===== src/rtl/vmon_pkg.sv =====
package vmon_pkg;
  localparam int unsigned REG_W   = 8;
  localparam int unsigned DIV_W   = 2;

  localparam int unsigned B_IE    = 0;
  localparam int unsigned B_BYP   = 1;
  localparam int unsigned B_FLAG  = 2;
  localparam int unsigned B_MON   = 3;
  localparam int unsigned B_DIV   = 4;
  localparam int unsigned B_RSV   = 6;
  localparam int unsigned B_DIR   = 7;

  typedef struct packed {
    logic             dir;
    logic [DIV_W-1:0] div;
    logic             byp;
    logic             ie;
  } vmon_cfg_t;

  localparam vmon_cfg_t CFG_RST = '{dir: 1'b1, div: '0, byp: 1'b1, ie: 1'b0};
endpackage


===== src/rtl/vmon_sync.sv =====
module vmon_sync #(
  parameter int unsigned STAGES = 2,
  parameter logic        RST_VAL = 1'b1
) (
  input  logic clk,
  input  logic rst_n,
  input  logic d_i,
  output logic q_o
);
  logic [STAGES-1:0] chain_q;

  generate
    for (genvar i = 0; i < STAGES; i++) begin : g_stage
      always_ff @(posedge clk or negedge rst_n) begin
        if (!rst_n) chain_q[i] <= RST_VAL;
        else if (i == 0) chain_q[i] <= d_i;
        else chain_q[i] <= chain_q[(i == 0) ? 0 : i-1];
      end
    end
  endgenerate

  assign q_o = chain_q[STAGES-1];
endmodule


===== src/rtl/vmon_filter.sv =====
module vmon_filter #(
  parameter int unsigned DEPTH = 3,
  parameter int unsigned SEL_W = 2
) (
  input  logic             clk,
  input  logic             rst_n,
  input  logic             strobe_i,
  input  logic [SEL_W-1:0] sel_i,
  input  logic             d_i,
  output logic             level_o
);
  localparam int unsigned CNT_W = (1 << SEL_W) - 1;

  logic [CNT_W-1:0] div_cnt_q;
  logic [CNT_W-1:0] div_mask;
  logic             sample_tick;
  logic [DEPTH-2:0] hist_q;
  logic [DEPTH-1:0] window;

  always_comb begin
    for (int i = 0; i < CNT_W; i++) div_mask[i] = (i < int'(sel_i));
  end

  assign sample_tick = strobe_i && ((div_cnt_q & div_mask) == div_mask);
  assign window      = {hist_q, d_i};

  always_ff @(posedge clk or negedge rst_n) begin
    if (!rst_n) div_cnt_q <= '0;
    else if (strobe_i) div_cnt_q <= div_cnt_q + 1'b1;
  end

  always_ff @(posedge clk or negedge rst_n) begin
    if (!rst_n) begin
      hist_q  <= '1;
      level_o <= 1'b1;
    end else if (sample_tick) begin
      hist_q <= window[DEPTH-2:0];
      if (&window) level_o <= 1'b1;
      else if (~|window) level_o <= 1'b0;
    end
  end

  // the filtered level moves only on a sample tick
  a_r8_level_holds_off_tick: assert property (@(posedge clk) disable iff (!rst_n)
    !sample_tick |=> $stable(level_o));
endmodule


===== src/rtl/vmon_ctrl_reg.sv =====
module vmon_ctrl_reg
  import vmon_pkg::*;
(
  input  logic             clk,
  input  logic             rst_n,
  input  logic             wr_i,
  input  logic             prot_en_i,
  input  logic [REG_W-1:0] wdata_i,
  input  logic             hw_set_i,
  input  logic             mon_i,
  output vmon_cfg_t        cfg_o,
  output logic             flag_o,
  output logic [REG_W-1:0] rdata_o
);
  logic wr_ok;
  logic sw_clr;
  logic unused_wbits;

  assign wr_ok        = wr_i && prot_en_i;
  assign sw_clr       = wr_ok && !wdata_i[B_FLAG];
  assign unused_wbits = wdata_i[B_RSV] ^ wdata_i[B_MON];

  always_ff @(posedge clk or negedge rst_n) begin
    if (!rst_n) begin
      cfg_o <= CFG_RST;
    end else if (wr_ok) begin
      cfg_o.ie  <= wdata_i[B_IE];
      cfg_o.byp <= wdata_i[B_BYP];
      cfg_o.div <= wdata_i[B_DIV +: DIV_W];
      cfg_o.dir <= wdata_i[B_DIR];
    end
  end

  always_ff @(posedge clk or negedge rst_n) begin
    if (!rst_n) flag_o <= 1'b0;
    else flag_o <= hw_set_i || (flag_o && !sw_clr);
  end

  always_comb begin
    rdata_o                  = '0;
    rdata_o[B_IE]            = cfg_o.ie;
    rdata_o[B_BYP]           = cfg_o.byp;
    rdata_o[B_FLAG]          = flag_o;
    rdata_o[B_MON]           = mon_i;
    rdata_o[B_DIV +: DIV_W]  = cfg_o.div;
    rdata_o[B_DIR]           = cfg_o.dir;
  end

  // a locked write leaves the configuration untouched
  a_r2_locked_write_ignored: assert property (@(posedge clk) disable iff (!rst_n)
    (wr_i && !prot_en_i) |=> $stable(cfg_o));
  // a hardware set always lands, even against a clear
  a_r3_hw_set_wins: assert property (@(posedge clk) disable iff (!rst_n)
    hw_set_i |=> flag_o);
  // writing 1 to the flag never sets it
  a_r3_write_one_no_set: assert property (@(posedge clk) disable iff (!rst_n)
    (!flag_o && !hw_set_i) |=> !flag_o);
endmodule


===== src/rtl/vmon_irq_ctrl.sv =====
module vmon_irq_ctrl
  import vmon_pkg::*;
#(
  parameter int unsigned SYNC_STAGES = 2,
  parameter int unsigned FILT_DEPTH  = 3
) (
  input  logic             clk,
  input  logic             rst_n,
  input  logic             cmp_async_i,
  input  logic             det_en_i,
  input  logic             lsclk_en_i,
  input  logic             wr_prot_en_i,
  input  logic             reg_wr_i,
  input  logic [REG_W-1:0] reg_wdata_i,
  output logic [REG_W-1:0] reg_rdata_o,
  output logic             irq_o
);
  vmon_cfg_t cfg;
  logic      flag;
  logic      cmp_sync;
  logic      filt_level;
  logic      sel_level;
  logic      prev_level_q;
  logic      crossing;
  logic      event_fire;
  logic      monitor;

  vmon_sync #(.STAGES(SYNC_STAGES), .RST_VAL(1'b1)) u_sync (
    .clk(clk), .rst_n(rst_n), .d_i(cmp_async_i), .q_o(cmp_sync)
  );

  vmon_filter #(.DEPTH(FILT_DEPTH), .SEL_W(DIV_W)) u_filt (
    .clk(clk), .rst_n(rst_n), .strobe_i(lsclk_en_i), .sel_i(cfg.div),
    .d_i(cmp_sync), .level_o(filt_level)
  );

  assign sel_level  = cfg.byp ? cmp_sync : filt_level;
  assign monitor    = det_en_i ? sel_level : 1'b1;
  assign crossing   = cfg.dir ? (prev_level_q && !sel_level)
                              : (!prev_level_q && sel_level);
  assign event_fire = crossing && cfg.ie && det_en_i;

  always_ff @(posedge clk or negedge rst_n) begin
    if (!rst_n) begin
      prev_level_q <= 1'b1;
      irq_o        <= 1'b0;
    end else begin
      prev_level_q <= sel_level;
      irq_o        <= event_fire;
    end
  end

  vmon_ctrl_reg u_reg (
    .clk(clk), .rst_n(rst_n), .wr_i(reg_wr_i), .prot_en_i(wr_prot_en_i),
    .wdata_i(reg_wdata_i), .hw_set_i(event_fire), .mon_i(monitor),
    .cfg_o(cfg), .flag_o(flag), .rdata_o(reg_rdata_o)
  );

  // the interrupt is a single-cycle pulse
  a_r7_irq_one_cycle: assert property (@(posedge clk) disable iff (!rst_n)
    irq_o |=> !irq_o);
  // every pulse is accompanied by the sticky flag
  a_r7_irq_sets_flag: assert property (@(posedge clk) disable iff (!rst_n)
    irq_o |-> flag);
  // a pulse needs the enable bit and the detection circuit
  a_r7_irq_needs_enable: assert property (@(posedge clk) disable iff (!rst_n)
    irq_o |-> $past(det_en_i && cfg.ie));
  // a pulse follows a level change in the programmed direction
  a_r6_direction: assert property (@(posedge clk) disable iff (!rst_n)
    irq_o |-> (prev_level_q == !$past(cfg.dir)));
  // monitor bit forced high while detection is off
  a_r4_monitor_when_off: assert property (@(posedge clk) disable iff (!rst_n)
    !det_en_i |-> reg_rdata_o[B_MON]);
endmodule


===== config.mk =====
export PLATFORM = sky130hd
export DESIGN_NAME = vmon_irq_ctrl
export DESIGN_NICKNAME = d
export VERILOG_FILES = /design/src/rtl/vmon_pkg.sv /design/src/rtl/vmon_sync.sv /design/src/rtl/vmon_filter.sv /design/src/rtl/vmon_ctrl_reg.sv /design/src/rtl/vmon_irq_ctrl.sv
export SDC_FILE = /design/constraint.sdc
export NUM_CORES = 1
export LEC_CHECK = 0
export CELL_PAD_IN_SITES_DETAIL_PLACEMENT = 0
export CELL_PAD_IN_SITES_GLOBAL_PLACEMENT = 1
export CORE_ASPECT_RATIO = 1.5
export CORE_MARGIN = 5
export CORE_UTILIZATION = 30
export DETAILED_ROUTE_END_ITERATION = 10
export PLACE_DENSITY = 0.74
export SLEW_MARGIN = 25
export SYNTH_ARGS = -nofsm -noshare
export SYNTH_HDL_FRONTEND = slang
export SYNTH_SLANG_ARGS = --single-unit

===== constraint.sdc =====
create_clock -name clk -period 1.4 [get_ports clk]
set_clock_uncertainty 0.05 [all_clocks]
set_input_delay 0.21 -clock clk [delete_from_list [all_inputs] [get_ports clk]]
set_output_delay 0.21 -clock clk [all_outputs]
set_load 0.02 [all_outputs]

# Yosys cells after proc, flatten, opt, wreduce, memory -nomap -nowiden

Index checks and enable logic that the tools add are counted.

Eq/ne operators: 2
Shift-type cells: 0
Bitwise logic cells: 1
Order comparisons: 3
Muxes and demuxes: 5
Div/mod/pow operators: 0
$add $sub $neg: 1
Reduce and logical (&&, ||, !) cells: 16
Multiply operators: 0

Operators with widths:

| kind                | number |
|---|---|
| $logic_and 1x1->1   | 8 |
| $mux 1              | 5 |
| $logic_not 1->1     | 4 |
| $lt 1x2->1 const A  | 2 |
| $add 3x1->3 const B | 1 |
| $and 3x3->3         | 1 |
| $eq 3x3->1          | 1 |
| $reduce_and 3->1    | 1 |
| $reduce_or 3->1     | 1 |
| $lt 2x2->1 const A  | 1 |
| $ne 2x1->1 const B  | 1 |
| $reduce_and 2->1    | 1 |
| $logic_or 1x1->1    | 1 |

Register bits after elaboration: 16
Memory bits (read-only): 0
Memories kept: 0
Input port bits: 15
RAM bits: 0
Word-level logic and storage cells: 40
Bits in latches: 0
Output and inout port bits: 9

# Longest topological paths before layout

Gate-level depths: netlist (run 1).

Depth after elaboration: 7
Mapped depth: 4
Depth with buffers taken out: 4

# By module

Synthesis (run 1) repeated with hierarchy kept, for this count alone.

Cells, all modules: 58
Area total of the unflattened synthesis: 745.7 um^2

By module, submodules not included:

| module        | area an instance (um^2) | cells each | sequential area each (um^2) | instances |
|---|---|---|---|---|
| vmon_filter   | 300.3                   | 24         | 153.9                       | 1 |
| vmon_ctrl_reg | 292.8                   | 24         | 152.6                       | 1 |
| vmon_irq_ctrl | 100.1                   | 8          | 51.3                        | 1 |
| vmon_sync     | 52.6                    | 2          | 52.6                        | 1 |

# Least setup slack after synthesis (run 1)

No wires, ideal clock.

Path kind: register -> register
Start: reg u_reg.cfg_o[3] (netlist bit)
End: reg u_filt.hist_q[0]
Clock period less this slack: 1.444 ns
Data arrival time: 1.312 ns
Stages on the path, launching flop included: 5
Data required time: 1.268 ns
Library setup time: 0.082 ns
Path buffers: 0
Slack: -0.044 ns
Cell sequence: dfrtp_1 > nor2b_1 > o21ai_0 > and3_1 > mux2_2

Cells in the longest elaborated chain, start to end: 4
Elaborated cells between the ends (all ways): 6
Those cells by class: order compare: 3; eq/ne: 1; bitwise: 1; reduce/logical: 1

Ends and longest elaborated chain:

| element                                         | line                | text |
|---|---|---|
| start: declaration                              | vmon_ctrl_reg.sv:11 | `output vmon_cfg_t cfg_o,` |
| $lt 1x2->1 / $lt 2x2->1 (equally long branches) | vmon_filter.sv:21   | `for (int i = 0; i < CNT_W; i++) div_mask[i] = (i < int'(sel_i));` |
| $and 3x3->3                                     | vmon_filter.sv:24   | `assign sample_tick = strobe_i && ((div_cnt_q & div_mask) == div_mask);` |
| $eq 3x3->1 (*)                                  | vmon_filter.sv:24   |  |
| $logic_and 1x1->1 (*)                           | vmon_filter.sv:24   |  |
| end signal: assignment                          | vmon_filter.sv:37   | `hist_q <= window[DEPTH-2:0];` |
| end: declaration                                | vmon_filter.sv:17   | `logic [DEPTH-2:0] hist_q;` |

Every way passes the cells marked *; elsewhere a longest branch is shown, timed or not.
A chain may end at the register's enable or synchronous reset.

# Worst setup path after layout (run 1)

Start: reg u_reg.cfg_o[1] (netlist bit)
End: out reg_rdata_o[3]

Cells in the longest elaborated chain, start to end: 2

Ends and longest elaborated chain:

| element          | line                | text |
|---|---|---|
| $mux 1           | vmon_irq_ctrl.sv:37 | `assign sel_level = cfg.byp ? cmp_sync : filt_level;` |
| $mux 1           | vmon_irq_ctrl.sv:38 | `assign monitor = det_en_i ? sel_level : 1'b1;` |
| end: declaration | vmon_irq_ctrl.sv:15 | `output logic [REG_W-1:0] reg_rdata_o,` |

No other way between the ends.

==> key figures, run 1 <==
Yosys
  – Syn Std Cell Area: 679 µm²
  – Syn Area/Cell: 12.8 µm²
  – Syn Inst Count: 53
  – Yosys warning count: 0
  – Top post-synthesis cells by area: dfstp_2, dfrtp_1, mux2_2
  – Seq cells post-synth: 16
  – Cell variety after synth: 21
  – Top cell type's share of synthesized area: 30.9%
  – Post-synth top area cell: dfstp_2
  – Sequential element share of the synthesized area: 60.4%
  – Syn Nets: 69

Final layout
  – Diode count: 0
  – Top reg by flops: u_reg.cfg_o
  – Most common cell after layout, fill and taps aside: clkdlybuf4s50_1
  – Filler instances: 237
  – Fin nets: 100
  – Most frequent cells in the layout: clkdlybuf4s50_1, buf_4, dfstp_2
  – Register area: 412 µm²
  – Regs by FF count: u_reg.cfg_o (5), u_filt.div_cnt_q (3), u_filt.hist_q (2)
  – Design Area, Final: 997 µm²
  – Area occupied by multi-input gates: 264 µm²
  – Area Overhead vs Synth: 46.8%
  – Fin cells: 106
  – Max reg flops: 5
  – Share of layout cells above drive strength 1: 43.4%

Worst setup path
  – Crit Path Class: register to primary output
  – Worst reg2reg setup slack: -0.07 ns
  – RR Endpoint: u_reg.flag_o
  – Worst Path Max Fanout: 2
  – Endpoint class of the critical path: primary output
  – FF-to-FF path depth: 5
  – Worst R2R Start: u_reg.cfg_o[1]
  – Req. time, crit path: 1.14 ns
  – CP Data Arrival Time: 1.27 ns
  – Crit path launch type: register

Status
  – Status: finished with violations
  – Failing checks: negative setup slack

Clocking
  – Clk Latency, worst-skew pair: 0.28 ns
  – Root Buffer: clkbuf_4
  – Clock tree sinks: 16
  – TritonCTS buffer count: 3
  – Clk buf depth: 2
  – H-Tree Depth: 1
  – CTS tree: yes
  – Clk pin slew, worst setup/hold paths: 0.09 ns
  – CTS Hold Bufs: 0

Routing
  – Initial DRC count: 7
  – Total number of vias: 475
  – Post-DRT Antenna Nets: 0
  – Wirelength, routed: 1.26 mm
  – 1st-pass router iterations: 5
  – DR vias/cell: 4.48
  – Drt wl/cell: 11.9 µm
  – DRC: 0

Power and ir drop
  – Worst vdd ir: 0.712 mV
  – Leakage power: 0.000452 µW
  – Pwr Density: 1460 nW/µm²

Placed design
  – DP Cell Count: 99
  – I/O Buffers: 20
  – GP Congestion: 0.708
  – Placed cell area: 932 µm²
  – HPWL after DPL: 922 µm

GRT
  – Largest net degree at the start of global routing: 17
  – First-pass GRT wire length: 1.99 mm
  – Gr ovfl total: 0
  – Vias in the first global route: 462
  – Overall Global Routing Usage: 7.94%
  – Initial antenna violation count: 0

Run
  – Max Cap Violations: 0

Timing
  – RSZ-0062 raised after global routing: yes
  – Final setup margin: -0.127 ns
  – Crit path time final: 1.53 ns
  – Max Transition Viols Final: 0
  – # setup viols final: 2
  – Final Hold Fails: 0
  – Max Fclk: 655 MHz
  – Final worst-path cycle share: 109%

Floorplanning
  – Site Rows: 21
  – IO Pins: 24
  – Die footprint: 3340 µm²
  – Die W: 48.9 µm
  – Die Ht: 68.3 µm
  – Core area: 2210 µm²
  – Starting Density: 30.8%

Worst hold path
  – Worst hold path class: primary input to asynchronous set/reset pin
[cell families after synthesis]
group	after synthesis	share of synthesized area (%)
flip-flops	16	60.4
XOR/XNOR	2	2.58
AND/OR/NAND/NOR	12	8.66
AO/OA/AOI/OAI	6	6.26
other	1	0.552
adder cells (fa/ha/maj)	1	1.84
buffers and inverters	6	4.97
multiplexers	9	14.7
[cell type report]
cell class	count	area share [%]
inverters	3	1.13
multi-input cells	31	26.5
clock buffers	4	2.63
repair buffers	29	25.6
well taps	23	2.89
flip-flops and latches	16	41.3
[cells in the mapped netlist (all sizes together)]
cell    instances
a211o           1
a21oi           1
a31oi           1
and3            2
buf             3
conb            1
dfrtp           8
dfstp           8
ha              1
inv             3
mux2            8
mux2i           1
nand2           6
nand2b          1
nand3           1
nor2b           1
o21ai           2
o31a            1
or3             1
xnor2           1
xor2            1
[through the flow]
step / utilization, % / setup slack (ns) / TNS, ns / power (µW) / hold WS, ns
2_1_floorplan: - / 0.0141 / 0 / 1000 / -0.136
3_3_place_gp: 42.2 / -0.277 / -0.354 / 1160 / 0.296
3_5_place_dp: 42.2 / -0.299 / -0.423 / 1190 / 0.297
4_1_cts: 44.8 / -0.153 / -0.209 / 1490 / 0.172
5_1_grt: 45.2 / -0.200 / -0.391 / 1570 / 0.181
6_report: 45.2 / -0.127 / -0.194 / 1460 / 0.184
[critical path, stage by stage, from the launching register on]
cell and delay (ns):
dfstp_2 0.55, mux2i_2 0.22, nand2_1 0.08, buf_6 0.13
[repair_timing]
action / in CTS / in global routing
pin swaps: 3 / 5
gates resized for setup: 19 / 6
setup buffers: 4 / 0
endpoints found under the setup margin: 10 / 8
[where the power goes]
group / switching (µW) / internal (µW) / leakage (µW) / total [µW]
clock: 127 / 110 / 0.0000150 / 237
combinational: 206 / 294 / 0.000257 / 500
sequential: 94.0 / 627 / 0.000180 / 721
[how the worst max path moves through the flow]
stage | from | slack, ns | to | cells after the start
after floorplan | u_reg.cfg_o[1] | 0.01 | u_reg.flag_o | 4
after global placement | u_reg.cfg_o[1] | -0.28 | reg_rdata_o[3] | 3
after detailed placement | u_reg.cfg_o[1] | -0.30 | reg_rdata_o[3] | 3
after CTS | u_reg.cfg_o[1] | -0.15 | reg_rdata_o[3] | 3
after global routing | u_reg.cfg_o[1] | -0.20 | reg_rdata_o[3] | 3
final | u_reg.cfg_o[1] | -0.13 | reg_rdata_o[3] | 3
[layer usage]
metal | part of all wire [%] | up-vias | track usage, %
met4 | 0.64 | 0 | 6.06
met5 | 0 | - | 0
met3 | 6.1 | 2 | 3.05
li1 | - | 236 | -
met1 | 38 | 226 | 7.33
met2 | 55 | 11 | 14.1
No activity file was read; power rests on OpenSTA's default activity.
==> run 2: changes to the inputs <==
--- a/config.mk
+++ b/config.mk
@@ -8,9 +8,8 @@
 export CELL_PAD_IN_SITES_DETAIL_PLACEMENT = 0
 export CELL_PAD_IN_SITES_GLOBAL_PLACEMENT = 1
-export CORE_ASPECT_RATIO = 1.5
 export CORE_MARGIN = 5
-export CORE_UTILIZATION = 30
+export CORE_UTILIZATION = 35
 export DETAILED_ROUTE_END_ITERATION = 10
-export PLACE_DENSITY = 0.74
+export PLACE_DENSITY = 0.81
 export SLEW_MARGIN = 25
 export SYNTH_ARGS = -nofsm -noshare
==> constraint.sdc (replaced) <==
create_clock -name clk -period 2 [get_ports clk]
set_clock_uncertainty 0.05 [all_clocks]
set_input_delay 0.5 -clock clk [delete_from_list [all_inputs] [get_ports clk]]
set_output_delay 0.5 -clock clk [all_outputs]
set_load 0.02 [all_outputs]
==> run 2 against run 1 <==
  * Critical path type unchanged
  * Cell count shrank 1.9%
  * Clock power shrank 11%
  * Design area down 5.1%
  * Core utilization grew 4.6 points
  * Setup slack improved by 0.24 ns
  * Combinational power is 41% lower
  * Via count decreased by 3.2%
  * The flow now finishes without violations
  * Non-clock buffer count fell by 6
  * Sequential power decreased by 30%
  * Register-to-register slack improved by 0.57 ns
  * Sequential share of layout area grew 2.1 points
==> key figures, run 2 (same netlist as run 1, synthesis figures left out) <==
Routing
  – Wirelength, routed: 1.27 mm
  – Initial DRC count: 5
  – DRC: 0
  – Total number of vias: 460
  – DR vias/cell: 4.42
  – 1st-pass router iterations: 3
  – Drt wl/cell: 12.2 µm
  – Post-DRT Antenna Nets: 0

Final layout
  – Top reg by flops: u_reg.cfg_o
  – Design Area, Final: 946 µm²
  – Max reg flops: 5
  – Regs by FF count: u_reg.cfg_o (5), u_filt.div_cnt_q (3), u_filt.hist_q (2)
  – Area Overhead vs Synth: 39.2%
  – Most frequent cells in the layout: clkdlybuf4s50_1, mux2_2, dfrtp_1, dfstp_2, nand2_1
  – Most common cell after layout, fill and taps aside: clkdlybuf4s50_1
  – Fin cells: 104
  – Fin nets: 94
  – Share of layout cells above drive strength 1: 33.8%
  – Diode count: 0

Floorplanning
  – Die Ht: 54.1 µm
  – Die W: 54.1 µm
  – Starting Density: 35.7%
  – IO Pins: 24
  – Core area: 1900 µm²
  – Site Rows: 16
  – Die footprint: 2920 µm²

GRT
  – First-pass GRT wire length: 1.97 mm
  – Overall Global Routing Usage: 9.90%
  – Largest net degree at the start of global routing: 17
  – Vias in the first global route: 451
  – Gr ovfl total: 0
  – Initial antenna violation count: 0

Timing
  – Max Transition Viols Final: 0
  – Final Hold Fails: 0
  – RSZ-0062 raised after global routing: no
  – Crit path time final: 1.88 ns
  – Final setup margin: 0.118 ns
  – Max Fclk: 531 MHz
  – # setup viols final: 0
  – Final worst-path cycle share: 94.1%

Placed design
  – DP Cell Count: 100
  – GP Congestion: 0.666
  – Placed cell area: 913 µm²
  – I/O Buffers: 20
  – HPWL after DPL: 989 µm
  – Setup slack at placement: -0.133 ns

Status
  – Status: complete, no violations

Worst setup path
  – CP peak stage delay: 0.56 ns
  – Req. time, crit path: 1.45 ns
  – Crit Path Class: register to primary output
  – CP Data Arrival Time: 1.33 ns
  – Worst R2R Start: u_sync.q_o
  – Crit path launch type: register
  – Critical Path, Cell by Cell: mux2i_2 -> nand2_1 -> buf_2
  – Worst Path Max Fanout: 3
  – CP Launch Point: u_reg.cfg_o[1]
  – Endpoint class of the critical path: primary output
  – Critical Path Slowest Stage Cell: dfstp_2

Clocking
  – CTS tree: yes
  – Clk Latency, worst-skew pair: 0.28 ns
  – Clk buf depth: 2
  – TritonCTS buffer count: 3
  – H-Tree Depth: 1
  – CTS Hold Bufs: 0
  – Root Buffer: clkbuf_4
  – Clock tree sinks: 16
  – Clk pin slew, worst setup/hold paths: 0.10 ns
  – Post-CTS Setup Bufs: 0

Worst hold path
  – Hold path startpoint: u_sync.chain_q[0]
  – Worst hold path class: register to register

Power and ir drop
  – Pwr Density: 1070 nW/µm²
  – Worst vdd ir: 0.516 mV
  – Leakage power: 0.000409 µW

Run
  – Max Cap Violations: 0
## run 2: changes by cell type in the layout (fill, tap and decap cells not counted), sizes merged
cell / previous run / this run
buf: 11 / 4
clkdlybuf4s50: 12 / 17
dlygate4sd2: 5 / 2
clkbuf: 5 / 4
## run 2: through the flow
step | setup TNS [ns] | util (%) | hold slack, ns | power (µW)
after global routing | 0 | 49.7 | 0.315 | 1080
final | 0 | 49.7 | 0.311 | 1010
after CTS | 0 | 50.1 | 0.313 | 1030
after floorplan | 0 | - | 0.154 | 698
after detailed placement | -0.133 | 48.0 | 0.298 | 815
after global placement | -0.124 | 48.0 | 0.297 | 799
## run 2: per-layer routing
| layer | global-route usage (%) | wire [µm] | up-vias |
|---|---|---|---|
| met4 | 7.47 | 19 | 0 |
| li1 | - | - | 222 |
| met5 | 0 | 0 | - |
| met3 | 2.22 | 41 | 2 |
| met1 | 12.4 | 538 | 229 |
| met2 | 14.7 | 670 | 7 |
## run 2: area by class of cell
class / count / area [µm²]
Clock buffer: 4 / 36.3
Sequential cell: 16 / 410
Tap cell: 27 / 33.8
Timing Repair Buffer: 23 / 215
Multi-Input combinational cell: 31 / 239
Inverter: 3 / 11.3
Fill cell: 187 / 956
## run 2: timing repair
item,CTS,global route
resized for setup,6,1
gates cloned,0,0
endpoints found under the setup margin,3,1
## run 2: where the power goes
group          leakage, µW  internal (µW)  total [µW]  switching [µW]
logic             0.000207            170         295             125
registers         0.000181            438         505            66.5
clock network    0.0000210            111         210            99.7
## run 2: worst paths after layout
| kind | endpoint | slack (ns) | depth (start not counted) |
|---|---|---|---|
| max | reg_rdata_o[3] | 0.12 | 3 |
| min | u_sync.q_o | 0.31 | 0 |
| max reg2reg | u_reg.flag_o | 0.50 | 5 |
| min reg2reg | u_sync.q_o | 0.31 | 0 |
| max in group asynchronous | u_filt.level_o | 1.15 | 2 |
| min in group asynchronous | irq_o | 0.50 | 2 |
## run 2: worst max-delay path: cells and delay by family (launching register included)
family | cells | cell delay [ns]
buffers and inverters | 1 | 0.16
DFF | 1 | 0.56
and+or+nand+nor | 1 | 0.07
muxes | 1 | 0.26
==> run 3: changes to the inputs <==
- ABC_AREA: default -> 0
==> results of run 3 <==
Final layout, timing and power as in run 2 (identical DEF).
